### src/rtl/hamPkg.sv
package hamPkg;
  localparam int CHAN_W          = 8;
  localparam int NUM_CHAN        = 3;
  localparam int PIX_W           = CHAN_W * NUM_CHAN;
  localparam int CMD_W           = 6;
  localparam int FIELD_W         = CMD_W / 2;
  localparam int NUM_BASE        = 1 << FIELD_W;
  localparam int CMDS_PER_GROUP  = 4;
  localparam int BYTE_W          = 8;
  localparam int GROUP_W         = CMD_W * CMDS_PER_GROUP;
  localparam int BYTES_PER_GROUP = GROUP_W / BYTE_W;
  localparam int BCNT_W          = $clog2(BYTES_PER_GROUP + 1);
  localparam int SLOT_W          = $clog2(CMDS_PER_GROUP);
  localparam int DELTA_SHIFT     = 2;

  typedef enum logic [2:0] {
    OP_KEEP,
    OP_LOAD,
    OP_BLEND,
    OP_ADD,
    OP_SUB
  } chanOp_e;

  typedef struct packed {
    logic             issue;
    logic             rowReset;
    logic [CMD_W-1:0] cmd;
  } ctrlStrobe_t;
endpackage

### src/rtl/hamChanAlu.sv
module hamChanAlu
  import hamPkg::*;
(
  input  chanOp_e             op,
  input  logic [CHAN_W-1:0]   heldCh,
  input  logic [CHAN_W-1:0]   baseCh,
  input  logic [FIELD_W-1:0]  mag,
  output logic [CHAN_W-1:0]   result
);
  localparam int SUM_W = CHAN_W + 1;

  logic [SUM_W-1:0] step;
  logic [SUM_W-1:0] sum;

  assign step = SUM_W'(mag) << DELTA_SHIFT;

  always_comb begin
    sum    = '0;
    result = heldCh;
    case (op)
      OP_LOAD:  result = baseCh;
      OP_BLEND: begin
        sum    = {1'b0, heldCh} + {1'b0, baseCh};
        result = sum[SUM_W-1:1];
      end
      OP_ADD: begin
        sum    = {1'b0, heldCh} + step;
        result = sum[CHAN_W] ? '1 : sum[CHAN_W-1:0];
      end
      OP_SUB: begin
        sum    = {1'b0, heldCh} - step;
        result = sum[CHAN_W] ? '0 : sum[CHAN_W-1:0];
      end
      default:  result = heldCh;
    endcase
  end
endmodule

### src/rtl/hamCtrl.sv
module hamCtrl
  import hamPkg::*;
(
  input  logic              clk,
  input  logic              rstN,
  input  logic [BYTE_W-1:0] inData,
  input  logic              inValid,
  input  logic              inRowStart,
  output logic              inReady,
  input  logic              outFree,
  output ctrlStrobe_t       strobe
);
  logic [GROUP_W-1:0] groupReg;
  logic [GROUP_W-1:0] shifted;
  logic [BCNT_W-1:0]  byteCnt;
  logic [BCNT_W-1:0]  nextCnt;
  logic [SLOT_W-1:0]  slot;
  logic               groupFull;
  logic               accept;
  logic               issue;

  assign inReady = !groupFull;
  assign accept  = inValid && inReady;
  assign issue   = groupFull && outFree;
  assign nextCnt = inRowStart ? BCNT_W'(1) : byteCnt + 1'b1;
  assign shifted = groupReg << (slot * CMD_W);

  always_ff @(posedge clk) begin
    if (!rstN) begin
      groupReg  <= '0;
      byteCnt   <= '0;
      slot      <= '0;
      groupFull <= 1'b0;
    end else if (accept) begin
      if (inRowStart) groupReg <= GROUP_W'(inData);
      else            groupReg <= {groupReg[GROUP_W-BYTE_W-1:0], inData};
      if (nextCnt == BCNT_W'(BYTES_PER_GROUP)) begin
        byteCnt   <= '0;
        slot      <= '0;
        groupFull <= 1'b1;
      end else begin
        byteCnt   <= nextCnt;
      end
    end else if (issue) begin
      slot <= slot + 1'b1;
      if (slot == SLOT_W'(CMDS_PER_GROUP - 1)) groupFull <= 1'b0;
    end
  end

  always_comb begin
    strobe.issue    = issue;
    strobe.rowReset = accept && inRowStart;
    strobe.cmd      = shifted[GROUP_W-1 -: CMD_W];
  end
endmodule

### src/rtl/hamDatapath.sv
module hamDatapath
  import hamPkg::*;
(
  input  logic                      clk,
  input  logic                      rstN,
  input  ctrlStrobe_t               strobe,
  input  logic [NUM_BASE*PIX_W-1:0] baseColors,
  input  logic                      pixReady,
  output logic [PIX_W-1:0]          pixOut,
  output logic                      pixValid,
  output logic                      outFree
);
  logic [FIELD_W-1:0] opField;
  logic [FIELD_W-1:0] dataField;
  logic [FIELD_W-2:0] chanSel;
  logic               negStep;
  logic               isLoad;
  logic               isBlend;
  logic [PIX_W-1:0]   held;
  logic [PIX_W-1:0]   baseSel;
  logic [PIX_W-1:0]   nextColor;

  assign {opField, dataField} = strobe.cmd;
  assign chanSel = opField[FIELD_W-1:1];
  assign negStep = opField[0];
  assign isLoad  = (opField == '0);
  assign isBlend = (opField == FIELD_W'(1));
  assign baseSel = baseColors[dataField*PIX_W +: PIX_W];
  assign outFree = !pixValid || pixReady;

  for (genvar c = 0; c < NUM_CHAN; c++) begin : g_chan
    localparam int                 CODE_I = NUM_CHAN - c;
    localparam logic [FIELD_W-2:0] CODE   = CODE_I[FIELD_W-2:0];
    chanOp_e op;

    always_comb begin
      if (isLoad)               op = OP_LOAD;
      else if (isBlend)         op = OP_BLEND;
      else if (chanSel == CODE) op = negStep ? OP_SUB : OP_ADD;
      else                      op = OP_KEEP;
    end

    hamChanAlu u_alu (
      .op     (op),
      .heldCh (held[c*CHAN_W +: CHAN_W]),
      .baseCh (baseSel[c*CHAN_W +: CHAN_W]),
      .mag    (dataField),
      .result (nextColor[c*CHAN_W +: CHAN_W])
    );
  end

  always_ff @(posedge clk) begin
    if (!rstN) begin
      held     <= '0;
      pixOut   <= '0;
      pixValid <= 1'b0;
    end else begin
      if (strobe.rowReset)   held <= baseColors[PIX_W-1:0];
      else if (strobe.issue) held <= nextColor;

      if (strobe.issue) begin
        pixOut   <= nextColor;
        pixValid <= 1'b1;
      end else if (pixReady) begin
        pixValid <= 1'b0;
      end
    end
  end
endmodule

### src/rtl/hamDecoder.sv
module hamDecoder
  import hamPkg::*;
(
  input  logic                      clk,
  input  logic                      rstN,
  input  logic [BYTE_W-1:0]         inData,
  input  logic                      inValid,
  input  logic                      inRowStart,
  output logic                      inReady,
  input  logic [NUM_BASE*PIX_W-1:0] baseColors,
  output logic [PIX_W-1:0]          pixOut,
  output logic                      pixValid,
  input  logic                      pixReady
);
  ctrlStrobe_t strobe;
  logic        outFree;

  hamCtrl u_ctrl (
    .clk        (clk),
    .rstN       (rstN),
    .inData     (inData),
    .inValid    (inValid),
    .inRowStart (inRowStart),
    .inReady    (inReady),
    .outFree    (outFree),
    .strobe     (strobe)
  );

  hamDatapath u_dp (
    .clk        (clk),
    .rstN       (rstN),
    .strobe     (strobe),
    .baseColors (baseColors),
    .pixReady   (pixReady),
    .pixOut     (pixOut),
    .pixValid   (pixValid),
    .outFree    (outFree)
  );
endmodule

### config.mk
export PLATFORM = sky130hd
export DESIGN_NAME = hamDecoder
export DESIGN_NICKNAME = d
export VERILOG_FILES = /design/src/rtl/hamPkg.sv /design/src/rtl/hamChanAlu.sv /design/src/rtl/hamCtrl.sv /design/src/rtl/hamDatapath.sv /design/src/rtl/hamDecoder.sv
export SDC_FILE = /design/constraint.sdc
export NUM_CORES = 1
export LEC_CHECK = 0
export ABC_AREA = 1
export BUFFER_PORTS_ARGS = -buffer_cell sky130_fd_sc_hd__buf_2
export CAP_MARGIN = 20
export CORE_UTILIZATION = 40
export DETAILED_ROUTE_END_ITERATION = 8
export PLACE_DENSITY_LB_ADDON = 0.05
export SLEW_MARGIN = 40
export SYNTH_ARGS = -nofsm -noshare
export SYNTH_HDL_FRONTEND = slang
export SYNTH_SLANG_ARGS = --single-unit
### constraint.sdc
create_clock -name clk -period 5.2 [get_ports clk]
set_clock_uncertainty 0.1 [all_clocks]
set_input_delay 1.56 -clock clk [delete_from_list [all_inputs] [get_ports clk]]
set_output_delay 1.56 -clock clk [all_outputs]
set_load 0.02 [all_outputs]
==> results of run 1 <==
[routing by layer]
| metal | GRT usage (%) | up-vias | routed length, um |
|---|---|---|---|
| met5 | 0 | - | 0 |
| met4 | 8.42 | 0 | 632 |
| met3 | 5.33 | 33 | 2700 |
| met2 | 45.1 | 399 | 13400 |
| met1 | 41.6 | 4336 | 14600 |
| li1 | - | 4844 | - |
[through the flow]
step	hold WS, ps	instances
floorplan	337	1326
global placement	352	1769
detailed placement	355	1771
CTS	368	1787
global route	379	1787
finish	363	1787
[cells by family (layout without fill, tap and decap cells)]
kind of cell	Yosys count	count (layout)	share of synthesized area, %
and+or+nand+nor	691	691	37.8
adders and majority gates	55	55	9.28
xor gates and xnor gates	10	10	1.08
buffers and inverters	201	397	11.4
DFF	78	78	19.2
muxes	1	1	0.123
AOI/OAI and AO/OA	290	290	21.1
[synth_stat cells (9+ instances only)]
cell type / instances
buf_4: 11
nand2_1: 391
nand2_2: 9
inv_1: 111
a31oi_1: 10
ha_1: 46
o211ai_1: 30
nor2_1: 73
dfxtp_1: 78
o2111ai_1: 9
clkbuf_1: 26
nand3_1: 173
a211oi_1: 10
buf_6: 12
fa_1: 9
a21oi_1: 125
inv_2: 15
o21ai_1: 17
o21ai_0: 49
o22ai_1: 16
buf_2: 21
[worst max path at each step]
stage / start / to / slack [ps] / depth (start not counted)
2_1_floorplan: u_ctrl.slot[0] / u_dp.held[21] / 1200 / 28
3_3_place_gp: u_ctrl.slot[0] / u_dp.held[15] / 600 / 25
3_5_place_dp: u_ctrl.slot[0] / u_dp.held[7] / 450 / 24
4_1_cts: u_ctrl.slot[0] / u_dp.held[7] / 430 / 24
5_1_grt: u_ctrl.slot[0] / u_dp.pixOut[23] / 150 / 24
6_report: u_ctrl.slot[0] / u_dp.pixOut[15] / 540 / 22
[worst max-delay path, delay by kind of cell (launching register included)]
kind            cells  cell delay [ps]
compound gates      8             1540
flops               1              410
fa+ha+maj           2              730
buf+inv             4              990
simple gates        8              730
[registers in the layout, indices dropped and copies added (netlist names)]
signal / cells
u_ctrl.groupReg: 24
u_dp.held: 24
u_ctrl.slot: 2
u_dp.pixOut: 24
u_ctrl.groupFull: 1
u_dp.pixValid: 1
u_ctrl.byteCnt: 2
[layout by cell type, fill, tap and decap left out, types with 5 or more instances in the layout]
cell type / count
a211oi_1: 10
nand2_1: 390
a32o_1: 8
o22ai_1: 16
nand2_2: 10
o21ai_1: 17
fa_1: 9
inv_1: 111
a31oi_1: 10
ha_1: 45
o2111ai_1: 9
nand4_1: 8
o21ai_0: 49
buf_4: 18
inv_2: 16
o211ai_1: 30
buf_2: 230
clkbuf_16: 9
or2_2: 5
nand3_1: 173
a21oi_1: 125
xor2_1: 6
nor3_1: 6
nor2_1: 73
dfxtp_1: 78
[area by class of cell]
| class | instances | area, sq um |
|---|---|---|
| multi-input cells | 1047 | 5670 |
| repair buffers | 252 | 1360 |
| inverters | 129 | 487 |
| well taps | 265 | 332 |
| fillers | 2132 | 10000 |
| clock buffers | 9 | 225 |
| flip-flops and latches | 78 | 1560 |
| clock inverters | 7 | 75.1 |
[power by group through the flow]
stage	Combinational, W	Clock (W)	Sequential [W]
floorplan	0.000353	0	0.000652
global placement	0.000549	0	0.000662
detailed placement	0.000548	0	0.000663
CTS	0.000552	0.000673	0.000649
global route	0.000619	0.000691	0.000653
finish	0.000557	0.000660	0.000650
==> results.md, run 1 <==
- DR WL/cell: around 18 um
- Area Growth Syn to Fin: 19.3%
- Final Setup Violations: 0
- Initial antenna violation count: 0
- Reg2reg start: u_ctrl.slot[0]
- First-pass GRT wire length: 46200 um
- Initial DRC count: roughly 790
- Critical Path Fanout Max: 36
- Routed Wire Length: between 30000 and 40000 um
- Post-synth EDFFs: 0
- Slew @ Worst Pin: approximately 700 ps
- Setup ws final: 536 ps
- CTS sink cnt: 78
- Post-cts sizing count: 0
- DP Wirelength: around 24000 um
- Min Tclk post-route: roughly 4700 ps
- Post-synthesis cell type count: between 50 and 60
- Number of max-slew violations in the final report: 0
- Hold Path Origin: u_dp.pixOut[4]
- Vias in the first global route: 8122
- Status: completed
- Clock power share: 35.4%
- Die width: 145 um
- Synth warnings: 0
- Peak supply drop: about 0.16 mV
- Syn_area_per_cell: 6.14 sq um
- Ys async rst share: 0%
- Post-Route Utilization: roughly half
- TritonRoute pass-1 iters: 5
- Core footprint: between 0.015 and 0.02 sq mm
- Largest net degree at the start of global routing: 120
- R2R setup slack: around 540 ps
- Yosys top cell by area: dfxtp_1
- Mapped Cells: about 1300
- Syn nets: between 1500 and 2000
- Part of the power in registers: a little over a third
- Antenna cell count: 0
- Post-DP Area: 0.00940 sq mm
- Clock Latency Late Sink: about 360 ps
- Buffers added on ports: 230
- Postcts setup bufs: 0
- Register bit total from synthesis: between 70 and 80
- ANT nets after route: 0
- Comb pwr share: between 20 and 30%
- TNS Setup: 0 ps
- Top Ports: 231
- Number of max-cap violations: 0
- Hold Path Depth: 2
- Slowest cell on crit path: dfxtp_1
- Synthesized area: 0.00814 sq mm
- Worst Setup End Kind: register
- Top-area cell type share of the netlist area: around a fifth
- CP Cell Sequence: inv_2 -> ha_2 -> inv_2 -> nand3_1 -> nand3_1 -> nand2_2 -> nand2_4 -> nand2_8 -> inv_2 -> buf_12 -> nand2_1 -> a32o_1 -> o21ai_1 -> ha_1 -> nand2_1 -> o21ai_0 -> a21oi_1 -> nor2_1 -> o21ai_0 -> o2111ai_1 -> o21ai_1 -> a21oi_1
- Most used cell, CP: inv_2
- Fmax: 0.214 GHz
- Design Area, Final: between 0.009 and 0.01 sq mm
- Nets: between 1500 and 2000
- Seq/Total Area, Yosys: between 10% and 20%
- R2r worst-path depth: 22
- CTS tree: done
- Power consumption: about 0.0019 W
- LEAKAGE: between 4 and 5 nW
- Clock-pin slew on the worst setup and hold paths: around 70 ps
- Initial Util: approximately two fifths
- Clk buf depth: 2
- H-tree depth: 3
- Tot GR Track Use: 29.4%
- CTS root buf: clkbuf_16
- Worst EP arrival: between 4000 and 5000 ps
- Synth top area cells: dfxtp_1, nand2_1, nand3_1, a21oi_1, ha_1
- Post-CTS Hold Fix Bufs: 0
- Switching share of total power: around 37%
- Startpoint Class: register
- Pre-CTS WS: 449 ps
- Switching Power: 0.000690 W
- Drt drc: 0
- TritonCTS buffer count: 9
- CP peak stage delay: between 400 and 500 ps
- Reg2reg end: u_dp.pixOut[15]
- Crit path kind: reg -> reg
- Routability cong.: 0.968
- Final Cycle Share: about nine tenths
- Rel. slew slack: between 50% and 60%
- Required time of the worst setup path: around 5300 ps
- Vias: slightly below 10000
- Placement Rows: 51
- Pwr Density: between 150 and 200 mW/mm^2
- Layout cell share with drive strength beyond 1: 21.6%
- Chip Height: approximately 140 um
- Int Power: between 0.001 and 0.0015 W
- Most used DFF post-synth: dfxtp_1
- Total grt overflow: 0
- Hold EP: u_dp.pixOut[4]
- Hold Path Class: reg -> reg
- Vias per cell: about 5.4
- Die ar.: 0.0209 sq mm
- Fin. Hold Viols: 0
- RSZ-0062 raised after global routing: no
(Power assumes the default switching activity.)
==> inputs of run 2 (changes only) <==
--- a/config.mk
+++ b/config.mk
@@ -10,7 +10,7 @@
 export CAP_MARGIN = 20
 export CORE_UTILIZATION = 40
 export DETAILED_ROUTE_END_ITERATION = 8
-export PLACE_DENSITY_LB_ADDON = 0.05
+export PLACE_DENSITY = 0.61
 export SLEW_MARGIN = 40
 export SYNTH_ARGS = -nofsm -noshare
 export SYNTH_HDL_FRONTEND = slang
==> run 2 against run 1 <==
Net effect: clock power is 5.2% lower; fmax down 2.0%; flip-flop and latch count is the same; combinational power is 1% lower; count of clock-buffer cells in the layout did not move; die area unchanged; critical path type unchanged; critical endpoint unchanged; largest power group is now sequential cells; highest routed layer unchanged.
==> results.md, run 2 (synthesis gave the netlist of run 1 again) <==
- Slowest cell on crit path: ha_1
- Vias per cell: between 5 and 6
- Clk buf depth: 2
- First-pass GRT wire length: between 40000 and 50000 um
- DR WL/cell: about 17 um
- Startpoint Class: register
- R2r worst-path depth: 22
- R2R setup slack: 440 ps
- Reg2reg end: u_dp.pixOut[15]
- Die width: around 140 um
- CTS tree: done
- Status: completed
- Crit path kind: reg -> reg
- Antenna cell count: 0
- Nets: 1773
- Peak supply drop: between 0.15 and 0.2 mV
- Slew @ Worst Pin: a little under 700 ps
- ANT nets after route: 0
- Postcts setup bufs: 0
- Routability cong.: a little over 0.9
- Number of max-cap violations: 0
- CTS sink cnt: between 70 and 80
- CTS root buf: clkbuf_16
- Initial DRC count: ~830
- Routed Wire Length: 31000 um
- LEAKAGE: roughly 4.7 nW
- Top Ports: roughly 230
- Buf+Inv Stages, Crit Path: 4
- Die ar.: around 0.021 sq mm
- Largest net degree at the start of global routing: 70
- Core footprint: about 0.02 sq mm
- Power consumption: ~0.0018 W
- Initial Util: 41.3%
- Vias: slightly below 10000
- Tot GR Track Use: 29.0%
- Placement Rows: 51
- Most frequent cells in the layout: nand2_1, buf_2, nand3_1
- Fin. Hold Viols: 0
- Chip Height: 145 um
- Hold Path Class: reg -> reg
- Final Cycle Share: 91.5%
- Clock Latency Late Sink: ~350 ps
- TNS Setup: 0 ps
- TritonCTS buffer count: 9
- Required time of the worst setup path: approximately 5300 ps
- Worst Setup End Kind: register
- Post-CTS Hold Fix Bufs: 0
- Post-Route Utilization: 49.0%
- Critical path depth: 22
- CP endpoint: u_dp.pixOut[15]
- Worst EP arrival: just under 5000 ps
- Area Growth Syn to Fin: 18.6%
- Pwr Density: 189 mW/mm^2
- CP peak stage delay: 470 ps
- Top flop regs: u_ctrl.groupReg x24, u_dp.held x24, u_dp.pixOut x24
- DP Wirelength: ~24000 um
- CP Cell Sequence: inv_2 -> ha_1 -> nand2_1 -> inv_1 -> nand2_2 -> nand2_8 -> inv_2 -> buf_12 -> nand2_1 -> a32o_1 -> o21ai_2 -> ha_1 -> a21oi_1 -> o21bai_1 -> nand2_1 -> o21ai_0 -> a21oi_1 -> nor2_1 -> o21ai_0 -> o2111ai_1 -> o21ai_1 -> a21oi_1
- Reg2reg start: u_ctrl.slot[0]
- Number of max-slew violations in the final report: 0
- RSZ-0062 raised after global routing: no
- Post-cts sizing count: 0
- Fmax: roughly 0.21 GHz
- Clock-pin slew on the worst setup and hold paths: ~70 ps
- Total grt overflow: 0
- H-tree depth: 3
- Worst Setup SP: u_ctrl.slot[0]
- TritonRoute pass-1 iters: 5
- Leading cell type in the layout, fill and taps excluded: nand2_1
- Min Tclk post-route: 4760 ps
- Rel. slew slack: between 50% and 60%
- Drt drc: 0
- Layout cell share with drive strength beyond 1: 21.2%
- Hold slack: approximately 360 ps
- Vias in the first global route: 8392
- Critical Path Fanout Max: 52
- Buffers added on ports: 230
- Final Setup Violations: 0
- Initial antenna violation count: 0
- Crit-path leading delay family: compound AO/OA/AOI/OAI gates
==> run 2: worst reg2reg max path, stage by stage (launching register included) <==
cell and delay (ps):
dfxtp_1 360, inv_2 50, ha_1 470, nand2_1 240
inv_1 100, nand2_2 260, nand2_8 260, inv_2 350
buf_12 240, nand2_1 90, a32o_1 250, o21ai_2 210
ha_1 320, a21oi_1 180, o21bai_1 90, nand2_1 90
o21ai_0 120, a21oi_1 160, nor2_1 50, o21ai_0 200
o2111ai_1 140, o21ai_1 200, a21oi_1 90
==> run 2: final cells by class <==
type / count / area, sq um
sequential: 78 / 1560
fill: 2125 / 10100
clock inverter: 7 / 66.3
clock buffer: 9 / 225
multi-input combinational: 1047 / 5660
tap: 265 / 332
inverter: 129 / 488
timing repair buffer: 248 / 1320
==> run 2: how the worst min path moves through the flow <==
stage | startpoint | endpoint | slack [ps] | depth (start not counted)
2_1_floorplan | u_ctrl.byteCnt[1] | u_ctrl.byteCnt[1] | 340 | 1
3_3_place_gp | u_ctrl.byteCnt[1] | u_ctrl.byteCnt[1] | 350 | 1
3_5_place_dp | u_dp.pixOut[22] | u_dp.pixOut[22] | 350 | 2
4_1_cts | u_dp.pixOut[5] | u_dp.pixOut[5] | 370 | 2
5_1_grt | u_dp.pixOut[0] | u_dp.pixOut[0] | 380 | 2
6_report | u_dp.pixOut[22] | u_dp.pixOut[22] | 360 | 2
==> run 2: through the flow <==
| step | cell area [sq um] | std cells | worst slack [ps] |
|---|---|---|---|
| detailed placement | 9360 | 1767 | 513 |
| floorplan | 8140 | 1326 | 1200 |
| finish | 9650 | 1783 | 441 |
| global route | 9650 | 1783 | 4.79 |
| global placement | 9350 | 1766 | 564 |
| CTS | 9650 | 1783 | 503 |
==> run 2: metal layers <==
layer,part of all wire [%],vias up,wire (um),GRT usage (%)
li1,-,4836,-,-
met3,9.3,33,2870,6.09
met2,44,454,13500,45.6
met4,2.2,0,692,8.25
met1,45,4335,13900,39.7
met5,0,-,0,0
==> run 2: report_power, final <==
part | switching [W] | internal [W] | leakage (nW)
registers | 0.0000304 | 0.000619 | 0.635
clock network | 0.000292 | 0.000334 | 0.136
logic | 0.000335 | 0.000215 | 3.91
